===== config.mk =====
export PLATFORM = sky130hd
export DESIGN_NAME = pmc_power_ctrl
export DESIGN_NICKNAME = d
export VERILOG_FILES = /design/src/rtl/pmc_pkg.sv /design/src/rtl/pmc_wake_detect.sv /design/src/rtl/pmc_down_counter.sv /design/src/rtl/pmc_out_decode.sv /design/src/rtl/pmc_power_ctrl.sv
export SDC_FILE = /design/constraint.sdc
export NUM_CORES = 1
export LEC_CHECK = 0
export ABC_CLOCK_PERIOD_IN_PS = 3800
export BUFFER_PORTS_ARGS = -buffer_cell sky130_fd_sc_hd__buf_4
export CELL_PAD_IN_SITES_DETAIL_PLACEMENT = 0
export CELL_PAD_IN_SITES_GLOBAL_PLACEMENT = 1
export CORE_ASPECT_RATIO = 1.5
export CORE_UTILIZATION = 35
export CTS_BUF_LIST = sky130_fd_sc_hd__clkbuf_16
export CTS_CLUSTER_DIAMETER = 100
export DETAILED_ROUTE_END_ITERATION = 12
export PLACE_DENSITY = 0.84
export REMOVE_ABC_BUFFERS = 1
export SLEW_MARGIN = 20
export SYNTH_ARGS = -nofsm -noshare
export SYNTH_HDL_FRONTEND = slang
export SYNTH_HIERARCHICAL = 1
export SYNTH_SLANG_ARGS = --single-unit

===== constraint.sdc =====
create_clock -name clk -period 3.8 [get_ports clk]
set_input_delay 0.76 -clock clk [delete_from_list [all_inputs] [get_ports clk]]
set_output_delay 0.76 -clock clk [all_outputs]
set_load 0.01 [all_outputs]

===== src/rtl/pmc_pkg.sv =====
// Package pmc_pkg
// Shared types of the power-mode controller: the sequencer state and the
// bundle of control outputs decoded from it. Assumes no other users.
package pmc_pkg;

    typedef enum logic [2:0] {
        ST_RUN    = 3'd0,
        ST_IDLE   = 3'd1,
        ST_PDOWN  = 3'd2,
        ST_RSTWIN = 3'd3,
        ST_RESET  = 3'd4,
        ST_STAB   = 3'd5
    } pmc_state_t;

    typedef struct packed {
        logic cpu;
        logic per;
        logic osc;
        logic sfr;
        logic inh;
        logic midle;
        logic mpd;
    } pmc_ctl_t;

endpackage


===== src/rtl/pmc_wake_detect.sv =====
// Module pmc_wake_detect
// Masks the interrupt requests with their enables and ORs the result into a
// single wake request. Purely combinational; requests are assumed synchronous.
module pmc_wake_detect #(
    parameter int N_IRQ = 3
) (
    input  logic [N_IRQ-1:0] irq_req,
    input  logic [N_IRQ-1:0] irq_en,
    output logic             wake
);

    logic [N_IRQ-1:0] masked;

    // one AND gate per request line
    for (genvar g = 0; g < N_IRQ; g++) begin : g_mask
        assign masked[g] = irq_req[g] & irq_en[g];
    end

    assign wake = |masked;

endmodule


===== src/rtl/pmc_down_counter.sv =====
// Module pmc_down_counter
// Loadable down counter that times the light-sleep reset window and the
// oscillator settling phase. It holds at zero; a load wins over a decrement.
module pmc_down_counter #(
    parameter int CNT_W = 16
) (
    input  logic             clk,
    input  logic             rst_n,
    input  logic             load,
    input  logic [CNT_W-1:0] load_val,
    input  logic             dec,
    output logic             zero
);

    logic [CNT_W-1:0] cnt;

    // count register: load, step down, or hold
    always_ff @(posedge clk) begin
        if (!rst_n)
            cnt <= '0;
        else if (load)
            cnt <= load_val;
        else if (dec && cnt != '0)
            cnt <= cnt - 1'b1;
    end

    assign zero = (cnt == '0);

    // counter steps by exactly one while decrementing
    a_r5_cnt_step: assert property (@(posedge clk) disable iff (!rst_n)
        (!load && dec && cnt != '0) |=> (cnt == $past(cnt) - 1'b1));

endmodule


===== src/rtl/pmc_out_decode.sv =====
// Module pmc_out_decode
// Maps the sequencer state onto the clock enables, the reset strobe, the RAM
// write block and the two mode bits. Combinational; state is registered.
module pmc_out_decode
    import pmc_pkg::*;
(
    input  pmc_state_t state,
    output pmc_ctl_t   ctl
);

    // one row of control values per state
    always_comb begin
        ctl = '{cpu: 1'b1, per: 1'b1, osc: 1'b1, sfr: 1'b0,
                inh: 1'b0, midle: 1'b0, mpd: 1'b0};
        case (state)
            ST_IDLE:   begin ctl.cpu = 1'b0; ctl.midle = 1'b1; end
            ST_PDOWN:  begin ctl.cpu = 1'b0; ctl.per = 1'b0;
                             ctl.osc = 1'b0; ctl.mpd = 1'b1; end
            ST_RSTWIN: ctl.inh = 1'b1;
            ST_RESET:  ctl.sfr = 1'b1;
            ST_STAB:   begin ctl.cpu = 1'b0; ctl.per = 1'b0;
                             ctl.sfr = 1'b1; end
            default:   ;
        endcase
    end

endmodule


===== src/rtl/pmc_power_ctrl.sv =====
// Module pmc_power_ctrl (top)
// Sequences entry into and exit from light sleep and deep sleep. Assumes the
// mode write strobe, interrupt lines and hardware reset pin are synchronous
// to clk. The reset window is WIN_MC machine cycles of MC_CLKS clocks each.
module pmc_power_ctrl
    import pmc_pkg::*;
#(
    parameter int N_IRQ   = 3,
    parameter int CNT_W   = 16,
    parameter int MC_CLKS = 12,
    parameter int WIN_MC  = 2
) (
    input  logic             clk,
    input  logic             rst_n,
    input  logic             mode_wr,
    input  logic             wr_idle,
    input  logic             wr_pdown,
    input  logic [N_IRQ-1:0] irq_req,
    input  logic [N_IRQ-1:0] irq_en,
    input  logic             hw_rst,
    input  logic [CNT_W-1:0] stab_cycles,
    output logic             cpu_clk_en,
    output logic             per_clk_en,
    output logic             osc_en,
    output logic             sfr_rst,
    output logic             ram_wr_inhibit,
    output logic             mode_idle,
    output logic             mode_pdown
);

    localparam int               WIN_CLKS = MC_CLKS * WIN_MC;
    localparam logic [CNT_W-1:0] WIN_LOAD = CNT_W'(WIN_CLKS - 1);

    pmc_state_t       state, state_nx;
    pmc_ctl_t         ctl;
    logic             wake, cnt_zero, cnt_load, cnt_dec;
    logic [CNT_W-1:0] cnt_val;

    pmc_wake_detect #(.N_IRQ(N_IRQ)) u_wake (
        .irq_req (irq_req),
        .irq_en  (irq_en),
        .wake    (wake)
    );

    pmc_down_counter #(.CNT_W(CNT_W)) u_cnt (
        .clk      (clk),
        .rst_n    (rst_n),
        .load     (cnt_load),
        .load_val (cnt_val),
        .dec      (cnt_dec),
        .zero     (cnt_zero)
    );

    pmc_out_decode u_dec (
        .state (state),
        .ctl   (ctl)
    );

    // next state and counter load selection
    always_comb begin
        state_nx = state;
        cnt_load = 1'b0;
        cnt_val  = WIN_LOAD;
        cnt_dec  = (state == ST_RSTWIN) || (state == ST_STAB);
        case (state)
            ST_RUN: begin
                if (hw_rst)
                    state_nx = ST_RESET;
                else if (mode_wr && wr_pdown)
                    state_nx = ST_PDOWN;
                else if (mode_wr && wr_idle)
                    state_nx = ST_IDLE;
            end
            ST_IDLE: begin
                if (hw_rst) begin
                    state_nx = ST_RSTWIN;
                    cnt_load = 1'b1;
                end else if (wake)
                    state_nx = ST_RUN;
            end
            ST_PDOWN: begin
                if (hw_rst) begin
                    state_nx = ST_STAB;
                    cnt_load = 1'b1;
                    cnt_val  = stab_cycles;
                end
            end
            ST_RSTWIN, ST_STAB: begin
                if (cnt_zero)
                    state_nx = ST_RESET;
            end
            ST_RESET: begin
                if (!hw_rst)
                    state_nx = ST_RUN;
            end
            default: state_nx = ST_RUN;
        endcase
    end

    // sequencer state register
    always_ff @(posedge clk) begin
        if (!rst_n)
            state <= ST_RUN;
        else
            state <= state_nx;
    end

    assign cpu_clk_en     = ctl.cpu;
    assign per_clk_en     = ctl.per;
    assign osc_en         = ctl.osc;
    assign sfr_rst        = ctl.sfr;
    assign ram_wr_inhibit = ctl.inh;
    assign mode_idle      = ctl.midle;
    assign mode_pdown     = ctl.mpd;

    // light-sleep write stops the CPU clock next cycle
    a_r1_idle_entry: assert property (@(posedge clk) disable iff (!rst_n)
        (state == ST_RUN && !hw_rst && mode_wr && wr_idle && !wr_pdown)
        |=> (mode_idle && !cpu_clk_en && per_clk_en));

    // deep-sleep bit wins over the light-sleep bit
    a_r2_pd_priority: assert property (@(posedge clk) disable iff (!rst_n)
        (state == ST_RUN && !hw_rst && mode_wr && wr_pdown)
        |=> (mode_pdown && !osc_en && !mode_idle));

    // enabled interrupt ends light sleep
    a_r3_wake: assert property (@(posedge clk) disable iff (!rst_n)
        (mode_idle && !hw_rst && wake) |=> (cpu_clk_en && !mode_idle));

    // only the reset pin leaves deep sleep
    a_r4_pd_stays: assert property (@(posedge clk) disable iff (!rst_n)
        (mode_pdown && !hw_rst) |=> mode_pdown);

    // oscillator restarts with the CPU clock still gated
    a_r5_osc_restart: assert property (@(posedge clk) disable iff (!rst_n)
        $rose(osc_en) |-> (!cpu_clk_en && sfr_rst));

    // RAM write block hands over directly to the reset strobe
    a_r6_window_end: assert property (@(posedge clk) disable iff (!rst_n)
        $fell(ram_wr_inhibit) |-> sfr_rst);

    // RAM writes are never blocked during the reset strobe
    a_r7_no_inhibit_in_reset: assert property (@(posedge clk) disable iff (!rst_n)
        sfr_rst |-> !ram_wr_inhibit);

endmodule


==> results of run 1 <==
through the flow:
stage               cells  power, mW  worst slack [ps]  hold WS, ps
finish                253      0.823              1500          571
global route          253      0.878              1180          603
CTS                   253      0.829              1470          578
detailed placement    249      0.605              1420          564
global placement      249      0.602              1470          563
floorplan             170      0.509              1730          526
Yosys cell counts (all sizes together) (4+ instances only):
| cell | number |
|---|---|
| dfxtp | 19 |
| a21oi | 18 |
| o21ai | 18 |
| nor2 | 17 |
| and2 | 13 |
| xnor2 | 12 |
| nand2 | 8 |
| inv | 7 |
| nor3 | 7 |
| nand2b | 6 |
| nor2b | 6 |
| buf | 5 |
| clkbuf | 5 |
| nor4 | 5 |
| nor3b | 4 |
critical path: stages (launching register included):
cell and delay [ps]:
dfxtp_1 710, xnor2_1 120, nor3b_1 450, inv_1 500
o21ai_0 310, a21oi_1 60
power by group through the flow:
stage	Sequential, mW	Clock [mW]	Combinational (mW)
6_report	0.290	0.219	0.314
5_1_grt	0.296	0.235	0.347
4_1_cts	0.290	0.224	0.315
3_5_place_dp	0.293	0	0.311
3_3_place_gp	0.292	0	0.310
2_1_floorplan	0.280	0	0.229
logic make-up (layout without fill, tap and decap cells):
group | after synthesis | count (layout) | share of synthesized area (%)
xor gates and xnor gates | 12 | 12 | 7.39
buffers and inverters | 17 | 45 | 6.77
and+or+nand+nor | 82 | 82 | 37.8
AOI/OAI and AO/OA | 47 | 47 | 19.0
DFF | 19 | 19 | 26.7
muxes | 2 | 2 | 1.41
adders and majority gates | 1 | 1 | 0.879
sequential cells by signal, indices dropped and copies added, names as in the netlist:
register,cells
u_cnt/cnt,16
state,3
cell usage in the layout (no fill, tap or decap), drive strengths merged, types with 3 or more instances in the layout:
| cell type | instances |
|---|---|
| inv | 7 |
| nor2 | 17 |
| o21ai | 18 |
| nor2b | 6 |
| buf | 34 |
| nand2 | 8 |
| nor4 | 5 |
| nor3 | 7 |
| xnor2 | 12 |
| clkbuf | 3 |
| dfxtp | 19 |
| nand2b | 6 |
| a21oi | 18 |
| or4 | 3 |
| nor3b | 4 |
| and2 | 13 |
area by class of cell:
type | count | share of cell area, %
flip-flops and latches | 19 | 21.8
well taps | 45 | 3.22
repair buffers | 34 | 14.6
multi-input cells | 144 | 54.2
clock inverters | 1 | 0.430
clock buffers | 3 | 4.30
inverters | 7 | 1.50
per-layer routing:
layer  wire (um)  track usage, %
met1        1290            18.2
met2        1700            29.4
met3         163            1.70
met4          51            5.13
met5           0               0
final timing paths:
check	startpoint	to	cells past startpoint	slack [ps]
max reg2reg	state[0]	u_cnt/cnt[4]	5	1500
min	u_cnt/cnt[14]	u_cnt/cnt[14]	2	570
max	state[0]	u_cnt/cnt[4]	5	1500
min reg2reg	u_cnt/cnt[14]	u_cnt/cnt[14]	2	570
==> metrics.cfg, run 1 <==
[run]
cap_violations=0

[pwr]
power.density_nw_per_um2=471
p_comb_share_pct=38.2
power_frac_seq_pct=35.3
leakage_nw=0.676
pwr-share-clk_pct=26.6
swShare_pct=36.0
vdd_drop_max_uv=304
switching_power_mw=0.297
intPower_mw=0.526

[setup_path]
cp.required_ps=3900
worst_setup_path_end_kind=flip-flop
crit_fanout=29
worstPathArrival_ps=2410
cp-start-kind=flip-flop
crit_type=reg -> reg

[global_routing]
grt_use_total_pct=16.0
grt_max_degree=30
grt_pass1_wl_um=5220
grt_pass1_vias=1215
grt_antenna_before_repair=0
gr-total-overflow=0

[yosys]
avgSynthCellArea_sq_um=7.90
yosysWarnings=6
netlist_area_sq_um=1420
synth_area_leaders=dfxtp_1 27%, xnor2_1 7.4%, a21oi_1 6.3%, o21ai_0 6.3%, and2_1 5.7%
netlist.area_leader.share_pct=26.7
yosys_register_bits=19
ys_async_sr_fraction_pct=0
yosys.area.top_type=dfxtp_1
synth-edff-count=0
synth_cell_types=48
synth-main-ff-cell=dfxtp_1
seq_area_frac_synth_pct=26.7
syn_inst=180

[placement]
port_buffers=34
placed_area_sq_um=1660
dpl.hpwl_um=2320
place_congestion=0.917

[drt]
wl_per_cell_um=12.7
wl_um=3210
drtAntennaViolNets=0
vias=1358
drc=0
drt-pass1-iter-count=5
vias_per_cell=5.37
first_iter_violations=38

[clock_tree]
cts_inserted_buffers=3
cts_max_level=1
clkTransAtPathRegs_ps=60
clockBufferDepth=2
clock_tree.root_cell=clkbuf_16
ctsResizeCount=0
postCtsSetupBuffers=0
clk_latency_ps=250
clock_sinks=19
cts_tree=done
postCtsHoldBufs=0

[timing]
rsz0062_at_grt=false
post-route-min-period_ps=2300
skew_ps=2.17
setup_violations=0
slew_viol_final=0
slew_headroom_pct=49.1
tightest_slew_ps=763
finalHoldViolCount=0
fin_tns_setup_ps=0
period_share_pct=60.6
fmax_mhz=434

[min_path]
min_path_type=reg -> reg

[layout]
fill_cells=424
fin_util_pct=44.5
drive_gt1_share_pct=23.6
ff_latch_area_sq_um=380
post-route-cell-area_sq_um=1750
areaGrowthSynthToFinish_pct=22.8
multi_input_area_sq_um=946
antenna_cells=0
nNetsFinal=238

[outcome]
status=complete, no violations

[floorplan]
die-area_sq_um=4330
initial_core_util_pct=36.3
io_pins=35
die_y_um=80.1
die_w_um=54.1
core_area_sq_um=3920
num_rows=28

No activity file was read; power rests on OpenSTA's default activity.
==> run 2, diff against run 1 <==
--- a/config.mk
+++ b/config.mk
@@ -5,7 +5,7 @@
 export SDC_FILE = /design/constraint.sdc
 export NUM_CORES = 1
 export LEC_CHECK = 0
-export ABC_CLOCK_PERIOD_IN_PS = 3800
+export ABC_CLOCK_PERIOD_IN_PS = 2280
 export BUFFER_PORTS_ARGS = -buffer_cell sky130_fd_sc_hd__buf_4
 export CELL_PAD_IN_SITES_DETAIL_PLACEMENT = 0
 export CELL_PAD_IN_SITES_GLOBAL_PLACEMENT = 1
==> constraint.sdc (replaced) <==
create_clock -name clk -period 2.28 [get_ports clk]
set_input_delay 0.456 -clock clk [delete_from_list [all_inputs] [get_ports clk]]
set_output_delay 0.456 -clock clk [all_outputs]
set_load 0.01 [all_outputs]
==> run 2 against run 1 <==
  * Routed wire length down 3.6%
  * Fmax up 16%
  * Non-clock buffer count is 6 higher
  * First-iteration DRC count shrank 16%
  * Sequential power grew 59%
  * Critical path type unchanged
  * Critical endpoint is now state[0]
==> metrics.cfg, run 2 (same netlist as run 1, synthesis figures left out) <==
[timing]
fin_tns_setup_ps=0
rsz0062_at_grt=false
whs_ps=548
period_share_pct=87.3
setup_violations=0
post-route-min-period_ps=1990
layout_setup_ws_ps=289
fmax_mhz=502
tightest_slew_ps=733
skew_ps=2.45
finalHoldViolCount=0
slew_headroom_pct=51.1
slew_viol_final=0

[placement]
dpl.hpwl_um=2390
pre_cts_ws_ps=293
place_congestion=0.884
port_buffers=34
placed_cells=255
placed_area_sq_um=1710

[clock_tree]
clk_latency_ps=250
clock_sinks=19
clock_tree.root_cell=clkbuf_16
cts_inserted_buffers=3
clkTransAtPathRegs_ps=50
cts_max_level=1
cts_tree=done
postCtsSetupBuffers=0
postCtsHoldBufs=0
ctsResizeCount=0
clockBufferDepth=2

[layout]
multi_input_area_sq_um=946
post-route-cell-area_sq_um=1790
largest_reg_flops=16
layout_common_cells=40 x buf_4, 19 x dfxtp_1, 18 x a21oi_1, 18 x o21ai_0, 16 x nor2_1
drive_gt1_share_pct=25.2
final_common_cell=buf_4
fill_cells=423
fin_util_pct=45.6
areaGrowthSynthToFinish_pct=25.7
nNetsFinal=244
ff_latch_area_sq_um=380
top_regs=u_cnt/cnt x16, state x3
layout.cells.non_filler=259
antenna_cells=0
largest_register=u_cnt/cnt

[global_routing]
grt_use_total_pct=16.1
grt_max_degree=30
grt_pass1_vias=1240
gr-total-overflow=0
grt_antenna_before_repair=0
grt_pass1_wl_um=5200

[drt]
drtAntennaViolNets=0
vias_per_cell=5.26
first_iter_violations=32
drt-pass1-iter-count=4
drc=0
wl_um=3090
wl_per_cell_um=11.9
vias=1363

[outcome]
status=complete, no violations

[setup_path]
ff2ff_setup_slack_ps=290
cp.required_ps=2420
ff2ff_path_depth=6
worst_setup_path_end_kind=flip-flop
r2r_end=state[0]
crit_type=reg -> reg
worstPathArrival_ps=2130
r2r-start=u_cnt/cnt[10]
crit_path_max_incr_delay_ps=570
cp-start-kind=flip-flop
crit_fanout=6
crit_chain=or4_1 -> and4bb_1 -> nor2b_4 -> o21ai_0 -> o211ai_1 -> o221a_1
cp_slowest_cell=or4_1

[min_path]
min_path_type=in -> reg
whs_endpoint=u_cnt/cnt[7]
min_path_cells=3
hold_start=rst_n

[floorplan]
initial_core_util_pct=36.3
die_w_um=54.1
die-area_sq_um=4330
io_pins=35
core_area_sq_um=3920
num_rows=28
die_y_um=80.1

[pwr]
power.density_nw_per_um2=782
vdd_drop_max_uv=448
leakage_nw=0.712
power.total_mw=1.40

[run]
cap_violations=0

[run 2: cell count changes in the layout (fill, tap and decap cells not counted), sizes merged]
| cell | change |
|---|---|
| buf | +6 |
| clkinvlp | -1 |
| inv | +1 |
[run 2: area by class of cell]
type	count	area share, %
multi-input cells	144	52.9
flip-flops and latches	19	21.3
repair buffers	40	16.8
clock buffers	3	4.20
well taps	45	3.15
inverters	7	1.47
clock inverters	1	0.210
[run 2: worst max-delay path: cells and delay by family, from the launching register on]
family          cells  cell delay, ps
simple gates        3            1060
flops               1             340
compound gates      3             490
[run 2: worst max path at each step]
| stage | depth (start not counted) | to | slack (ps) | startpoint |
|---|---|---|---|---|
| after floorplan | 6 | state[0] | 210 | u_cnt/cnt[7] |
| after global placement | 8 | u_cnt/cnt[14] | 310 | state[1] |
| after detailed placement | 6 | state[0] | 290 | u_cnt/cnt[7] |
| after CTS | 6 | state[0] | 290 | u_cnt/cnt[7] |
| after global routing | 8 | u_cnt/cnt[14] | 80 | state[1] |
| final | 6 | state[0] | 290 | u_cnt/cnt[10] |
[run 2: power by group]
part           switching [mW]  internal (mW)  leakage [nW]  total [mW]
combinational           0.291          0.294         0.515       0.585
sequential             0.0716          0.390         0.155       0.461
clock                   0.119          0.233        0.0423       0.352
[run 2: per-layer routing]
layer	vias up	track usage, %	routed length (um)	share of wire [%]
li1	701	-	-	-
met1	626	16.9	1200	39
met2	31	30.4	1730	56
met3	5	2.84	119	3.9
met4	0	5.38	43	1.4
met5	-	0	0	0
